--- src/rtl/trig_cmd_pkg.sv ---
package trig_cmd_pkg;

    localparam int CMD_W = 4;

    typedef enum logic [CMD_W-1:0] {
        CMD_TRIG_ON  = 4'h1,
        CMD_TRIG_OFF = 4'h2,
        CMD_RUN      = 4'h3,
        CMD_STOP     = 4'h4,
        CMD_DUMP     = 4'h5,
        CMD_VETO     = 4'h6
    } cmd_e;

    typedef enum logic {
        RX_IDLE,
        RX_BUSY
    } rx_state_e;

    function automatic logic cmd_known(input logic [CMD_W-1:0] code);
        return (code >= 4'h1) && (code <= 4'h6);
    endfunction

endpackage

--- src/rtl/trig_line_sync.sv ---
module trig_line_sync #(
    parameter int STAGES = 2
) (
    input  logic clk_i,
    input  logic rst_ni,
    input  logic async_i,
    output logic sync_o
);
    logic [STAGES-1:0] sh_d, sh_q;

    always_comb begin
        sh_d = {sh_q[STAGES-2:0], async_i};
    end

    always_ff @(posedge clk_i or negedge rst_ni) begin
        if (!rst_ni) sh_q <= '0;
        else         sh_q <= sh_d;
    end

    assign sync_o = sh_q[STAGES-1];
endmodule

--- src/rtl/trig_frame_rx.sv ---
module trig_frame_rx
    import trig_cmd_pkg::*;
#(
    parameter int HALF_CYC = 8
) (
    input  logic             clk_i,
    input  logic             rst_ni,
    input  logic             line_i,
    output logic             valid_o,
    output logic [CMD_W-1:0] code_o,
    output logic             unknown_o,
    output logic             err_o
);
    localparam int CNT_W     = $clog2(HALF_CYC) + 1;
    localparam int N_HALVES  = 2 * CMD_W + 2;
    localparam int HIDX_W    = $clog2(N_HALVES);
    localparam logic [HIDX_W-1:0] LAST_HALF = HIDX_W'(N_HALVES - 1);
    localparam logic [CNT_W-1:0]  FIRST_WAIT = CNT_W'(HALF_CYC / 2 - 1);
    localparam logic [CNT_W-1:0]  HALF_WAIT  = CNT_W'(HALF_CYC - 1);

    typedef struct packed {
        rx_state_e         state;
        logic [CNT_W-1:0]  cnt;
        logic [HIDX_W-1:0] hidx;
        logic              first;
        logic              prev;
        logic [CMD_W-1:0]  word;
        logic              valid;
        logic [CMD_W-1:0]  code;
        logic              unknown;
        logic              err;
    } rx_t;

    rx_t d, q;
    logic [CMD_W-1:0] next_word;

    always_comb begin
        d         = q;
        d.valid   = 1'b0;
        d.unknown = 1'b0;
        d.err     = 1'b0;
        d.prev    = line_i;
        next_word = {q.word[CMD_W-2:0], line_i};
        case (q.state)
            RX_IDLE: begin
                if (line_i && !q.prev) begin
                    d.state = RX_BUSY;
                    d.cnt   = FIRST_WAIT;
                    d.hidx  = '0;
                    d.word  = '0;
                end
            end
            default: begin
                if (q.cnt != '0) begin
                    d.cnt = q.cnt - 1'b1;
                end else begin
                    d.cnt  = HALF_WAIT;
                    d.hidx = q.hidx + 1'b1;
                    if (!q.hidx[0]) begin
                        d.first = line_i;
                    end else if (q.hidx == HIDX_W'(1)) begin
                        if (!(q.first && line_i)) begin
                            d.err   = 1'b1;
                            d.state = RX_IDLE;
                        end
                    end else if (q.first == line_i) begin
                        d.err   = 1'b1;
                        d.state = RX_IDLE;
                    end else begin
                        d.word = next_word;
                        if (q.hidx == LAST_HALF) begin
                            d.valid   = 1'b1;
                            d.code    = next_word;
                            d.unknown = !cmd_known(next_word);
                            d.state   = RX_IDLE;
                        end
                    end
                end
            end
        endcase
    end

    always_ff @(posedge clk_i or negedge rst_ni) begin
        if (!rst_ni) begin
            q <= '{state: RX_IDLE, default: '0};
        end else begin
            q <= d;
        end
    end

    assign valid_o   = q.valid;
    assign code_o    = q.code;
    assign unknown_o = q.unknown;
    assign err_o     = q.err;

    AST_VALID_ERR_EXCL: assert property (@(posedge clk_i) disable iff (!rst_ni)
        !(valid_o && err_o));
    AST_UNKNOWN_WITH_VALID: assert property (@(posedge clk_i) disable iff (!rst_ni)
        unknown_o |-> valid_o);
    AST_VALID_SINGLE: assert property (@(posedge clk_i) disable iff (!rst_ni)
        valid_o |=> !valid_o);
    AST_ERR_SINGLE: assert property (@(posedge clk_i) disable iff (!rst_ni)
        err_o |=> !err_o);
    AST_CODE_STABLE: assert property (@(posedge clk_i) disable iff (!rst_ni)
        !valid_o |=> (valid_o || $stable(code_o)));
endmodule

--- src/rtl/trig_mode_ctrl.sv ---
module trig_mode_ctrl
    import trig_cmd_pkg::*;
(
    input  logic             clk_i,
    input  logic             rst_ni,
    input  logic             cmd_valid_i,
    input  logic [CMD_W-1:0] cmd_code_i,
    output logic             trig_en_o,
    output logic             run_active_o,
    output logic             dump_mode_o,
    output logic             gate_start_o
);
    typedef struct packed {
        logic trig_en;
        logic run;
        logic dump;
        logic gate;
    } mode_t;

    mode_t d, q;

    always_comb begin
        d      = q;
        d.gate = 1'b0;
        if (cmd_valid_i) begin
            case (cmd_code_i)
                CMD_TRIG_ON:  d.trig_en = 1'b1;
                CMD_TRIG_OFF: d.trig_en = 1'b0;
                CMD_RUN:      begin d.run = 1'b1; d.dump = 1'b0; end
                CMD_STOP:     begin d.run = 1'b0; d.dump = 1'b0; end
                CMD_DUMP:     begin d.run = 1'b0; d.dump = 1'b1; end
                CMD_VETO:     d.gate = q.run;
                default:      ;
            endcase
        end
    end

    always_ff @(posedge clk_i or negedge rst_ni) begin
        if (!rst_ni) q <= '0;
        else         q <= d;
    end

    assign trig_en_o    = q.trig_en;
    assign run_active_o = q.run;
    assign dump_mode_o  = q.dump;
    assign gate_start_o = q.gate;

    AST_FLAGS_HOLD: assert property (@(posedge clk_i) disable iff (!rst_ni)
        !cmd_valid_i |=> $stable({trig_en_o, run_active_o, dump_mode_o}));
    AST_UNKNOWN_NO_EFFECT: assert property (@(posedge clk_i) disable iff (!rst_ni)
        (cmd_valid_i && !cmd_known(cmd_code_i)) |=>
            ($stable({trig_en_o, run_active_o, dump_mode_o}) && !gate_start_o));
    AST_GATE_IN_RUN: assert property (@(posedge clk_i) disable iff (!rst_ni)
        gate_start_o |-> run_active_o);
    AST_RUN_DUMP_EXCL: assert property (@(posedge clk_i) disable iff (!rst_ni)
        !(run_active_o && dump_mode_o));
endmodule

--- src/rtl/trig_cmd_decoder.sv ---
module trig_cmd_decoder
    import trig_cmd_pkg::*;
#(
    parameter int HALF_CYC    = 8,
    parameter int SYNC_STAGES = 2
) (
    input  logic             clk_i,
    input  logic             rst_ni,
    input  logic             trig_line_i,
    output logic             cmd_valid_o,
    output logic [CMD_W-1:0] cmd_code_o,
    output logic             cmd_unknown_o,
    output logic             cmd_err_o,
    output logic             trig_en_o,
    output logic             run_active_o,
    output logic             dump_mode_o,
    output logic             gate_start_o
);
    logic line_s;

    trig_line_sync #(.STAGES(SYNC_STAGES)) sync_i (
        .clk_i   (clk_i),
        .rst_ni  (rst_ni),
        .async_i (trig_line_i),
        .sync_o  (line_s)
    );

    trig_frame_rx #(.HALF_CYC(HALF_CYC)) rx_i (
        .clk_i     (clk_i),
        .rst_ni    (rst_ni),
        .line_i    (line_s),
        .valid_o   (cmd_valid_o),
        .code_o    (cmd_code_o),
        .unknown_o (cmd_unknown_o),
        .err_o     (cmd_err_o)
    );

    trig_mode_ctrl mode_i (
        .clk_i        (clk_i),
        .rst_ni       (rst_ni),
        .cmd_valid_i  (cmd_valid_o),
        .cmd_code_i   (cmd_code_o),
        .trig_en_o    (trig_en_o),
        .run_active_o (run_active_o),
        .dump_mode_o  (dump_mode_o),
        .gate_start_o (gate_start_o)
    );
endmodule

--- config.mk ---
export PLATFORM = sky130hd
export DESIGN_NAME = trig_cmd_decoder
export DESIGN_NICKNAME = d
export VERILOG_FILES = /design/src/rtl/trig_cmd_pkg.sv /design/src/rtl/trig_line_sync.sv /design/src/rtl/trig_frame_rx.sv /design/src/rtl/trig_mode_ctrl.sv /design/src/rtl/trig_cmd_decoder.sv
export SDC_FILE = /design/constraint.sdc
export NUM_CORES = 1
export LEC_CHECK = 0
export BUFFER_PORTS_ARGS = -buffer_cell sky130_fd_sc_hd__buf_4
export CORE_MARGIN = 5
export CORE_UTILIZATION = 40
export CTS_BUF_LIST = sky130_fd_sc_hd__clkbuf_16
export DETAILED_ROUTE_END_ITERATION = 16
export PLACE_DENSITY = 0.6
export RECOVER_POWER = 50
export SLEW_MARGIN = 30
export SYNTH_ARGS = -nofsm -noshare
export SYNTH_HDL_FRONTEND = slang
export SYNTH_SLANG_ARGS = --single-unit
--- constraint.sdc ---
create_clock -name clk_i -period 1.7 [get_ports clk_i]
set_input_delay 0 -clock clk_i [delete_from_list [all_inputs] [get_ports clk_i]]
set_output_delay 0 -clock clk_i [all_outputs]
set_load 0.02 [all_outputs]
==> results.sh, run 1 <==
export IMPL_syn_area_per_cell_um2=11.54
export IMPL_post_dp_hpwl_um=1750
export IMPL_ctsHtreeMaxLevel=1
export IMPL_portBuffers=13
export IMPL_start_util=0.4238
export IMPL_hp_class="input pin to asynchronous set/reset pin"
export IMPL_setup_worst_path_end_class="flop"
export IMPL_wl_per_cell_um=13.78
export IMPL_final_core_util=0.5415
export IMPL_fin_nets=152
export IMPL_dieArea_mm2=0.004534
export IMPL_worst_pin_slew_ns=0.6736
export IMPL_first_iter_violations=29
export IMPL_clock_sinks=27
export IMPL_drt_total_wl_um=2576
export IMPL_r2r_slack_ns=0.07
export IMPL_synthArstFlopShare=1.000
export IMPL_overflow=0
export IMPL_p_leak_nw=0.8061
export IMPL_clk_latency_ns=0.26
export IMPL_vdd_drop_max_v=0.0007249
export IMPL_setup_violations_final=0
export IMPL_drc=0
export IMPL_numCtsBuffers=3
export IMPL_ff2ff_path_depth=7
export IMPL_syn_cell_area_mm2=0.001315
export IMPL_core_mm2=0.003103
export IMPL_rsz0062_at_grt="yes"
export IMPL_drive_gt1_frac=0.3427
export IMPL_grt_pass1_vias=921
export IMPL_path_clk_slew_ns=0.07
export IMPL_final_cell_mix="dfrtp_1, buf_4"
export IMPL_num_vias=924
export IMPL_ioPinCount=14
export IMPL_post_route_period_util=0.9569
export IMPL_row_count=20
export IMPL_fin_hold_ws_ns=0.3120
export IMPL_synth_seq_cells=27
export IMPL_postSynthCellCount=114
export IMPL_synthFlopType="dfrtp_1"
export IMPL_vias_per_cell=4.941
export IMPL_die_w_um=67.34
export IMPL_clock_skew_ns=0.004994
export IMPL_antenna_left=0
export IMPL_die_y_um=67.34
export IMPL_setup_worst_path_class="flop to flop"
export IMPL_synth_cell_types=35
export IMPL_crit_required_ns=1.84
export IMPL_status="finished, final reports clean"
export IMPL_crit_arrival_ns=1.77
export IMPL_synth_fp_nets=122
export IMPL_diodes=0
export IMPL_synthToLayoutAreaGrowth_pct=27.78
export IMPL_max_slew_margin=0.5509
export IMPL_critPathMaxFanout=5
export IMPL_antenna_found_initial=0
export IMPL_layout_commonest_cell="dfrtp_1"
export IMPL_gr_usage_all_layers=0.1238
export IMPL_max_freq_ghz=0.6147
export IMPL_firstDrtPassIters=4
export IMPL_maxSlewViolCount=0
export IMPL_place_congestion=0.7511
export IMPL_cap_violations=0
export IMPL_finalCriticalPeriod_ns=1.627
export IMPL_grt_pass1_wl_um=4229
export IMPL_yosysSeqAreaShare=0.5138
export IMPL_clk_path_buf_depth=2
export IMPL_fillers=278
export IMPL_p_per_area_mw_per_mm2=1295
export IMPL_synth_edf_count=0
export IMPL_worstSetupStartpointType="flop"
export IMPL_cts_tree="built"
export IMPL_cts_root_buf="clkbuf_16"
export IMPL_r2r_start="rx_i.q[17]$_DFFE_PN0P_"
export IMPL_p_total_mw=2.177
export IMPL_grt_max_degree=28
export IMPL_ys_warn_count=0
export IMPL_r2r_end="rx_i.code_o[3]$_DFFE_PN0P_"
export IMPL_final_hold_violation_count=0
==> where the power goes <==
group	switching (mW)	total (mW)	internal, mW
Sequential	0.0889	0.848	0.759
Clock	0.208	0.525	0.317
Combinational	0.387	0.804	0.416
==> critical path, stage by stage, from the launching register on <==
cell,delay (ns)
dfrtp_1,0.39
inv_2,0.06
ha_2,0.17
nand4bb_1,0.12
buf_6,0.15
nor4_4,0.11
buf_4,0.18
mux2_2,0.33
==> cell usage after synthesis, types with 3 or more instances <==
library cell / instances / area, um^2
nor2_1: 6 / 22.52
a21oi_1: 6 / 30.03
inv_1: 8 / 30.03
nor3b_1: 3 / 22.52
ha_1: 5 / 62.56
mux2_2: 7 / 78.83
buf_4: 4 / 30.03
nor3_1: 4 / 20.02
nand2_1: 5 / 18.77
o21ai_0: 6 / 30.03
nor2b_1: 3 / 18.77
dfrtp_1: 27 / 675.7
==> kinds of logic after synthesis <==
group | synth area share
adders and majority gates | 0.04757
and+or+nand+nor | 0.1960
DFF | 0.5138
AOI/OAI and AO/OA | 0.1094
muxes | 0.07517
buffers and inverters | 0.05804
==> sequential cells by signal, summed over array words and instances, names as in the netlist <==
signal / flops
rx_i.err_o: 1
mode_i.dump_mode_o: 1
rx_i.code_o: 4
sync_i.sh_q: 2
rx_i.unknown_o: 1
mode_i.gate_start_o: 1
mode_i.run_active_o: 1
rx_i.q: 11
mode_i.trig_en_o: 1
rx_i.valid_o: 1
rx_i.next_word: 3
==> worst max-delay path by stage <==
stage / start / end / slack, ns / cells after the start
after global placement: rx_i.q[17]$_DFFE_PN0P_ / rx_i.code_o[2]$_DFFE_PN0P_ / 0.01 / 6
final: rx_i.q[17]$_DFFE_PN0P_ / rx_i.code_o[3]$_DFFE_PN0P_ / 0.07 / 7
after global routing: rx_i.q[18]$_DFFE_PN0P_ / rx_i.code_o[3]$_DFFE_PN0P_ / 0.0002 / 7
after detailed placement: rx_i.q[17]$_DFFE_PN0P_ / rx_i.code_o[3]$_DFFE_PN0P_ / -0.04 / 6
after CTS: rx_i.q[17]$_DFFE_PN0P_ / rx_i.next_word[2]$_DFFE_PN0P_ / 0.007 / 6
after floorplan: rx_i.q[17]$_DFFE_PN0P_ / rx_i.code_o[0]$_DFFE_PN0P_ / -0.004 / 6
==> per-stage QoR <==
stage               setup TNS, ns  instances  instance area (um^2)  worst slack, ns
floorplan                -0.01693        114                  1320        -0.004233
global placement                0        179                  1531         0.009692
detailed placement        -0.1445        179                  1531         -0.03947
CTS                             0        186                  1639         0.006856
global route                    0        187                  1680        0.0002149
finish                          0        187                  1680          0.07328
==> repair_timing <==
item | CTS | global route
pin swaps | 1 | 1
endpoints found under the setup margin | 4 | 7
buffers inserted | 1 | 2
hold buffers | 2 | 0
gates cloned | 0 | 0
endpoints found under the hold margin | 28 | 0
resized for setup | 0 | 11
==> final cells by class <==
type	count	area, um^2	share of cell area
timing repair buffer	31	235.2	0.1400
tap	44	55.05	0.03276
clock inverter	1	5.005	0.002978
clock buffer	3	75.07	0.04468
multi-input combinational	73	604.3	0.3596
sequential	27	675.6	0.4021
inverter	8	30.03	0.01787
==> metal layers <==
metal / vias to the layer above / part of all wire / global-route usage
met5: - / 0 / 0
met4: 0 / 0.013 / 0.03797
met3: 4 / 0.048 / 0.03161
met2: 20 / 0.51 / 0.2074
met1: 441 / 0.43 / 0.1563
li1: 459 / - / -
Power figures use the tool's default switching activity.
==> run 2, diff against run 1 <==
--- a/config.mk
+++ b/config.mk
@@ -12,6 +12,7 @@
 export DETAILED_ROUTE_END_ITERATION = 16
 export PLACE_DENSITY = 0.6
 export RECOVER_POWER = 50
+export SETUP_SLACK_MARGIN = 0.3
 export SLEW_MARGIN = 30
 export SYNTH_ARGS = -nofsm -noshare
 export SYNTH_HDL_FRONTEND = slang
==> run 2 against run 1 <==
Against the previous run:
- flip-flop and latch count is the same
- cell count grew 3.7%
- worst setup slack lost 0.048 ns
- largest cell class is now multi-input gates
- largest power group is now combinational logic
==> results.sh, run 2 (same netlist as run 1, synthesis figures left out) <==
export IMPL_worstPathCellList="inv_2 > ha_4 > nand4bb_1 > buf_6 > buf_12 > nor4_4 > buf_6 > mux2_4"
export IMPL_cts_tree="built"
export IMPL_final_core_util=0.5968
export IMPL_grt_pass1_vias=995
export IMPL_hp_class="input pin to asynchronous set/reset pin"
export IMPL_fin_hold_ws_ns=0.3143
export IMPL_dieArea_mm2=0.004534
export IMPL_portBuffers=13
export IMPL_post_route_period_util=0.9849
export IMPL_antenna_left=0
export IMPL_worst_pin_slew_ns=0.6954
export IMPL_die_w_um=67.34
export IMPL_layout_commonest_cell="dfrtp_1"
export IMPL_placed_area_mm2=0.001544
export IMPL_first_iter_violations=31
export IMPL_max_slew_margin=0.5364
export IMPL_drc=0
export IMPL_crit_arrival_ns=1.82
export IMPL_path_clk_slew_ns=0.07
export IMPL_grt_max_degree=28
export IMPL_clk_path_buf_depth=2
export IMPL_diodes=0
export IMPL_num_vias=951
export IMPL_max_freq_ghz=0.5973
export IMPL_clock_skew_ns=0.004360
export IMPL_rsz0062_at_grt="yes"
export IMPL_place_congestion=0.7150
export IMPL_cp_slowest_stage_delay_ns=0.39
export IMPL_grt_pass1_wl_um=4623
export IMPL_clock_sinks=27
export IMPL_maxSlewViolCount=0
export IMPL_place_ws_ns=-0.06607
export IMPL_ctsHtreeMaxLevel=1
export IMPL_finalCriticalPeriod_ns=1.674
export IMPL_path_common_cell="buf_6"
export IMPL_setup_slack_ns=0.02566
export IMPL_critPathMaxFanout=5
export IMPL_final_cell_mix="dfrtp_1, buf_4, mux2_4, buf_6"
export IMPL_crit_required_ns=1.85
export IMPL_post_dp_hpwl_um=1796
export IMPL_status="finished, final reports clean"
export IMPL_cts_root_buf="clkbuf_16"
export IMPL_fillers=261
export IMPL_crit_slowest_cell="dfrtp_1"
export IMPL_largest_reg_flops=11
export IMPL_die_y_um=67.34
export IMPL_clk_latency_ns=0.26
export IMPL_start_util=0.4238
export IMPL_wl_per_cell_um=13.70
export IMPL_drt_total_wl_um=2657
export IMPL_drive_gt1_frac=0.4467
export IMPL_cap_violations=0
export IMPL_vdd_drop_max_v=0.0006327
export IMPL_regMostFlops="rx_i.q"
export IMPL_vias_per_cell=4.902
export IMPL_ioPinCount=14
export IMPL_row_count=20
export IMPL_synthToLayoutAreaGrowth_pct=40.82
export IMPL_p_leak_nw=0.8668
export IMPL_setup_violations_final=0
export IMPL_gr_usage_all_layers=0.1347
export IMPL_worstSetupStartpointType="flop"
export IMPL_firstDrtPassIters=4
export IMPL_setup_worst_path_end_class="flop"
export IMPL_overflow=0
export IMPL_setup_worst_path_class="flop to flop"
export IMPL_antenna_found_initial=0
export IMPL_numCtsBuffers=3
export IMPL_final_hold_violation_count=0
export IMPL_core_mm2=0.003103
export IMPL_final_area_mm2=0.001852
export IMPL_fin_nets=159
export IMPL_p_per_area_mw_per_mm2=1351
run 2: path summary, 6_finish.rpt:
kind                                     startpoint                    endpoint  slack (ns)  depth (start not counted)
max reg2reg                  rx_i.q[17]$_DFFE_PN0P_  rx_i.code_o[1]$_DFFE_PN0P_        0.03                          8
min reg2reg                sync_i.sh_q[0]$_DFF_PN0_    sync_i.sh_q[1]$_DFF_PN0_        0.35                          0
max in group asynchronous                    rst_ni        rx_i.q[11]$_DFF_PN0_        0.94                          2
min in group clk_i         sync_i.sh_q[0]$_DFF_PN0_    sync_i.sh_q[1]$_DFF_PN0_        0.35                          0
min                                          rst_ni    rx_i.unknown_o$_DFF_PN0_        0.31                          2
max                          rx_i.q[17]$_DFFE_PN0P_  rx_i.code_o[1]$_DFFE_PN0P_        0.03                          8
run 2: report_power, final:
part / total [mW] / internal [mW] / switching [mW]
clock: 0.536 / 0.319 / 0.217
combinational: 1.12 / 0.613 / 0.504
sequential: 0.848 / 0.759 / 0.0898
run 2: per-layer routing:
| layer | share of wire | global-route usage | wire length (um) |
|---|---|---|---|
| met3 | 0.044 | 0.02995 | 117 |
| met1 | 0.46 | 0.1752 | 1227 |
| met4 | 0.0045 | 0.03038 | 12 |
| met2 | 0.49 | 0.2282 | 1300 |
| met5 | 0 | 0 | 0 |
run 2: cell type report:
cell class,instances,area (um^2),area share
tap,44,55.05,0.02973
sequential,27,675.6,0.3649
inverter,8,30.03,0.01622
clock inverter,1,7.507,0.004054
clock buffer,3,75.07,0.04054
timing repair buffer,38,326.6,0.1764
multi-input combinational,73,681.9,0.3682
run 2: per-stage QoR:
step,total power [mW],std cells,TNS (ns)
after CTS,2.321,190,-0.01188
after global placement,1.589,179,-0.005580
after global routing,2.673,194,-0.3372
final,2.501,194,0
after floorplan,1.338,114,-0.01693
after detailed placement,1.620,179,-0.3011
run 2: worst max-delay path, delay by kind of cell (launching register included):
family	cells	cell delay (ns)
adder cells (fa/ha/maj)	1	0.12
buffers and inverters	4	0.51
flip-flops	1	0.39
multiplexers	1	0.29
AND/OR/NAND/NOR	2	0.25
run 2: timing repair:
action,4_1_cts,5_1_grt
gates resized for setup,18,15
buffers inserted,5,4
setup endpoints to repair,13,18
hold buffers,2,0
pin swaps,6,8
hold endpoints to repair,28,0
==> run 3, diff against run 2 <==
--- a/config.mk
+++ b/config.mk
@@ -8,7 +8,7 @@
 export BUFFER_PORTS_ARGS = -buffer_cell sky130_fd_sc_hd__buf_4
 export CORE_MARGIN = 5
 export CORE_UTILIZATION = 40
-export CTS_BUF_LIST = sky130_fd_sc_hd__clkbuf_16
+export CTS_BUF_LIST = sky130_fd_sc_hd__clkbuf_2 sky130_fd_sc_hd__clkbuf_4 sky130_fd_sc_hd__clkbuf_8
 export DETAILED_ROUTE_END_ITERATION = 16
 export PLACE_DENSITY = 0.6
 export RECOVER_POWER = 50
==> run 3 against run 2 <==
Against the previous run:
- maximum frequency decreased by 0.80%
- die area did not move
- critical path depth unchanged
- wire length up 1.4%
- critical endpoint unchanged
- first-iteration DRC count down 3.2%
- combinational power barely moved
- final area down 2.8%
- largest power group unchanged
- worst setup slack got worse by 0.014 ns
- clock-buffer cell count is the same
- via count grew 0.42%
==> results.sh, run 3 (same netlist as run 1, synthesis figures left out) <==
export IMPL_worstSetupStartpointType="flop"
export IMPL_clkPwrFrac=0.127
export IMPL_fin_hold_ws_ns=0.2137
export IMPL_antenna_left=0
export IMPL_crit_required_ns=1.94
export IMPL_clk_latency_ns=0.33
export IMPL_path_common_cell="buf_6"
export IMPL_layout_commonest_cell="dfrtp_1"
export IMPL_clock_sinks=27
export IMPL_p_leak_nw=0.8432
export IMPL_final_core_util=0.5798
export IMPL_cts_root_buf="clkbuf_4"
export IMPL_numCtsBuffers=3
export IMPL_placed_area_mm2=0.001544
export IMPL_power_internal_mw=1.472
export IMPL_maxSlewViolCount=0
export IMPL_status="finished, final reports clean"
export IMPL_portBuffers=13
export IMPL_die_y_um=67.34
export IMPL_dieArea_mm2=0.004534
export IMPL_start_util=0.4238
export IMPL_fillers=273
export IMPL_wl_per_cell_um=13.88
export IMPL_vias_per_cell=4.923
export IMPL_combPwrFrac=0.501
export IMPL_crit_slowest_cell="dfrtp_1"
export IMPL_p_sw_mw=0.7952
export IMPL_antenna_found_initial=0
export IMPL_hp_class="input pin to asynchronous set/reset pin"
export IMPL_post_route_period_util=0.9929
export IMPL_post_dp_hpwl_um=1796
export IMPL_row_count=20
export IMPL_grt_pass1_vias=997
export IMPL_firstDrtPassIters=4
export IMPL_seq_power_share=0.372
export IMPL_ctsHtreeMaxLevel=1
export IMPL_dp_cells=179
export IMPL_overflow=0
export IMPL_worstPathCellList="inv_2 > ha_4 > nand4bb_1 > buf_6 > buf_12 > nor4_4 > buf_6 > mux2_4"
export IMPL_setup_worst_path_end_class="flop"
export IMPL_ioPinCount=14
export IMPL_diodes=0
export IMPL_final_area_mm2=0.001799
export IMPL_finalCriticalPeriod_ns=1.688
export IMPL_worst_path_dominant_cell_family="buffers and inverters"
export IMPL_die_w_um=67.34
export IMPL_first_iter_violations=30
export IMPL_setup_violations_final=0
export IMPL_num_vias=955
export IMPL_p_per_area_mw_per_mm2=1260
export IMPL_place_congestion=0.7150
export IMPL_grt_max_degree=28
export IMPL_max_slew_margin=0.5441
export IMPL_largest_reg_flops=11
export IMPL_drc=0
export IMPL_cap_violations=0
export IMPL_regMostFlops="rx_i.q"
export IMPL_final_cell_mix="dfrtp_1, buf_4, mux2_4, buf_6"
export IMPL_critPathMaxFanout=5
export IMPL_swShare=0.3507
export IMPL_setup_worst_path_class="flop to flop"
export IMPL_clk_path_buf_depth=2
export IMPL_crit_buf_inv=4
export IMPL_gr_usage_all_layers=0.1330
export IMPL_path_clk_slew_ns=0.15
export IMPL_fin_nets=159
export IMPL_final_hold_violation_count=0
export IMPL_rsz0062_at_grt="yes"
export IMPL_max_freq_ghz=0.5925
export IMPL_cp_slowest_stage_delay_ns=0.41
export IMPL_crit_arrival_ns=1.93
export IMPL_fin_cells=194
export IMPL_drive_gt1_frac=0.4467
export IMPL_core_mm2=0.003103
export IMPL_vdd_drop_max_v=0.0005923
export IMPL_cts_tree="built"
export IMPL_worst_pin_slew_ns=0.6838
export IMPL_synthToLayoutAreaGrowth_pct=36.82
export IMPL_clock_skew_ns=0.006157
export IMPL_drt_total_wl_um=2693
export IMPL_grt_pass1_wl_um=4588
export IMPL_p_total_mw=2.267
-- run 3: changes by cell type in the layout (fill, tap and decap cells not counted) --
cell / delta
clkbuf_16: -3
clkbuf_4: +3
-- run 3: area by class of cell --
cell class / instances / area (um^2) / share of cell area
Multi-Input combinational cell: 73 / 681.9 / 0.3790
Sequential cell: 27 / 675.6 / 0.3755
Clock inverter: 1 / 7.507 / 0.004172
Clock buffer: 3 / 22.52 / 0.01252
Tap cell: 44 / 55.05 / 0.03060
Timing Repair Buffer: 38 / 326.6 / 0.1815
Inverter: 8 / 30.03 / 0.01669
-- run 3: power by group through the flow --
stage	sequential (mW)	clock [mW]	combinational, mW
final	0.844	0.288	1.14
after detailed placement	0.845	0	0.775
after global placement	0.841	0	0.748
after floorplan	0.860	0	0.478
after CTS	0.844	0.302	0.953
after global routing	0.865	0.328	1.24
-- run 3: timing repair --
item	CTS	global route
hold buffers	2	0
gates resized for setup	19	14
buffers inserted	6	3
setup endpoints to repair	13	17
pin swaps	7	8
endpoints found under the hold margin	28	0
-- run 3: stage by stage --
step	TNS, ns	setup WS, ns
after floorplan	-0.01693	-0.004233
after global placement	-0.005580	-0.005580
after detailed placement	-0.3011	-0.06607
after CTS	-0.01682	-0.009740
after global routing	-0.3397	-0.07046
final	0	0.01211
-- run 3: worst paths after layout --
kind / from / to / slack, ns / cells past startpoint
setup / recovery: rx_i.q[18]$_DFFE_PN0P_ / rx_i.code_o[1]$_DFFE_PN0P_ / 0.01 / 8
hold / removal: rst_ni / rx_i.unknown_o$_DFF_PN0_ / 0.21 / 2
setup reg to reg: rx_i.q[18]$_DFFE_PN0P_ / rx_i.code_o[1]$_DFFE_PN0P_ / 0.01 / 8
hold reg to reg: sync_i.sh_q[0]$_DFF_PN0_ / sync_i.sh_q[1]$_DFF_PN0_ / 0.37 / 0
max in group asynchronous: rst_ni / rx_i.q[11]$_DFF_PN0_ / 1.05 / 2
min in group clk_i: trig_line_i / sync_i.sh_q[0]$_DFF_PN0_ / 0.32 / 2
-- run 3: layer usage --
| metal | global-route usage | vias up | share of wire |
|---|---|---|---|
| met3 | 0.01997 | 4 | 0.045 |
| met1 | 0.1733 | 455 | 0.45 |
| met5 | 0 | - | 0 |
| li1 | - | 478 | - |
| met2 | 0.2282 | 18 | 0.50 |
| met4 | 0.03797 | 0 | 0.013 |
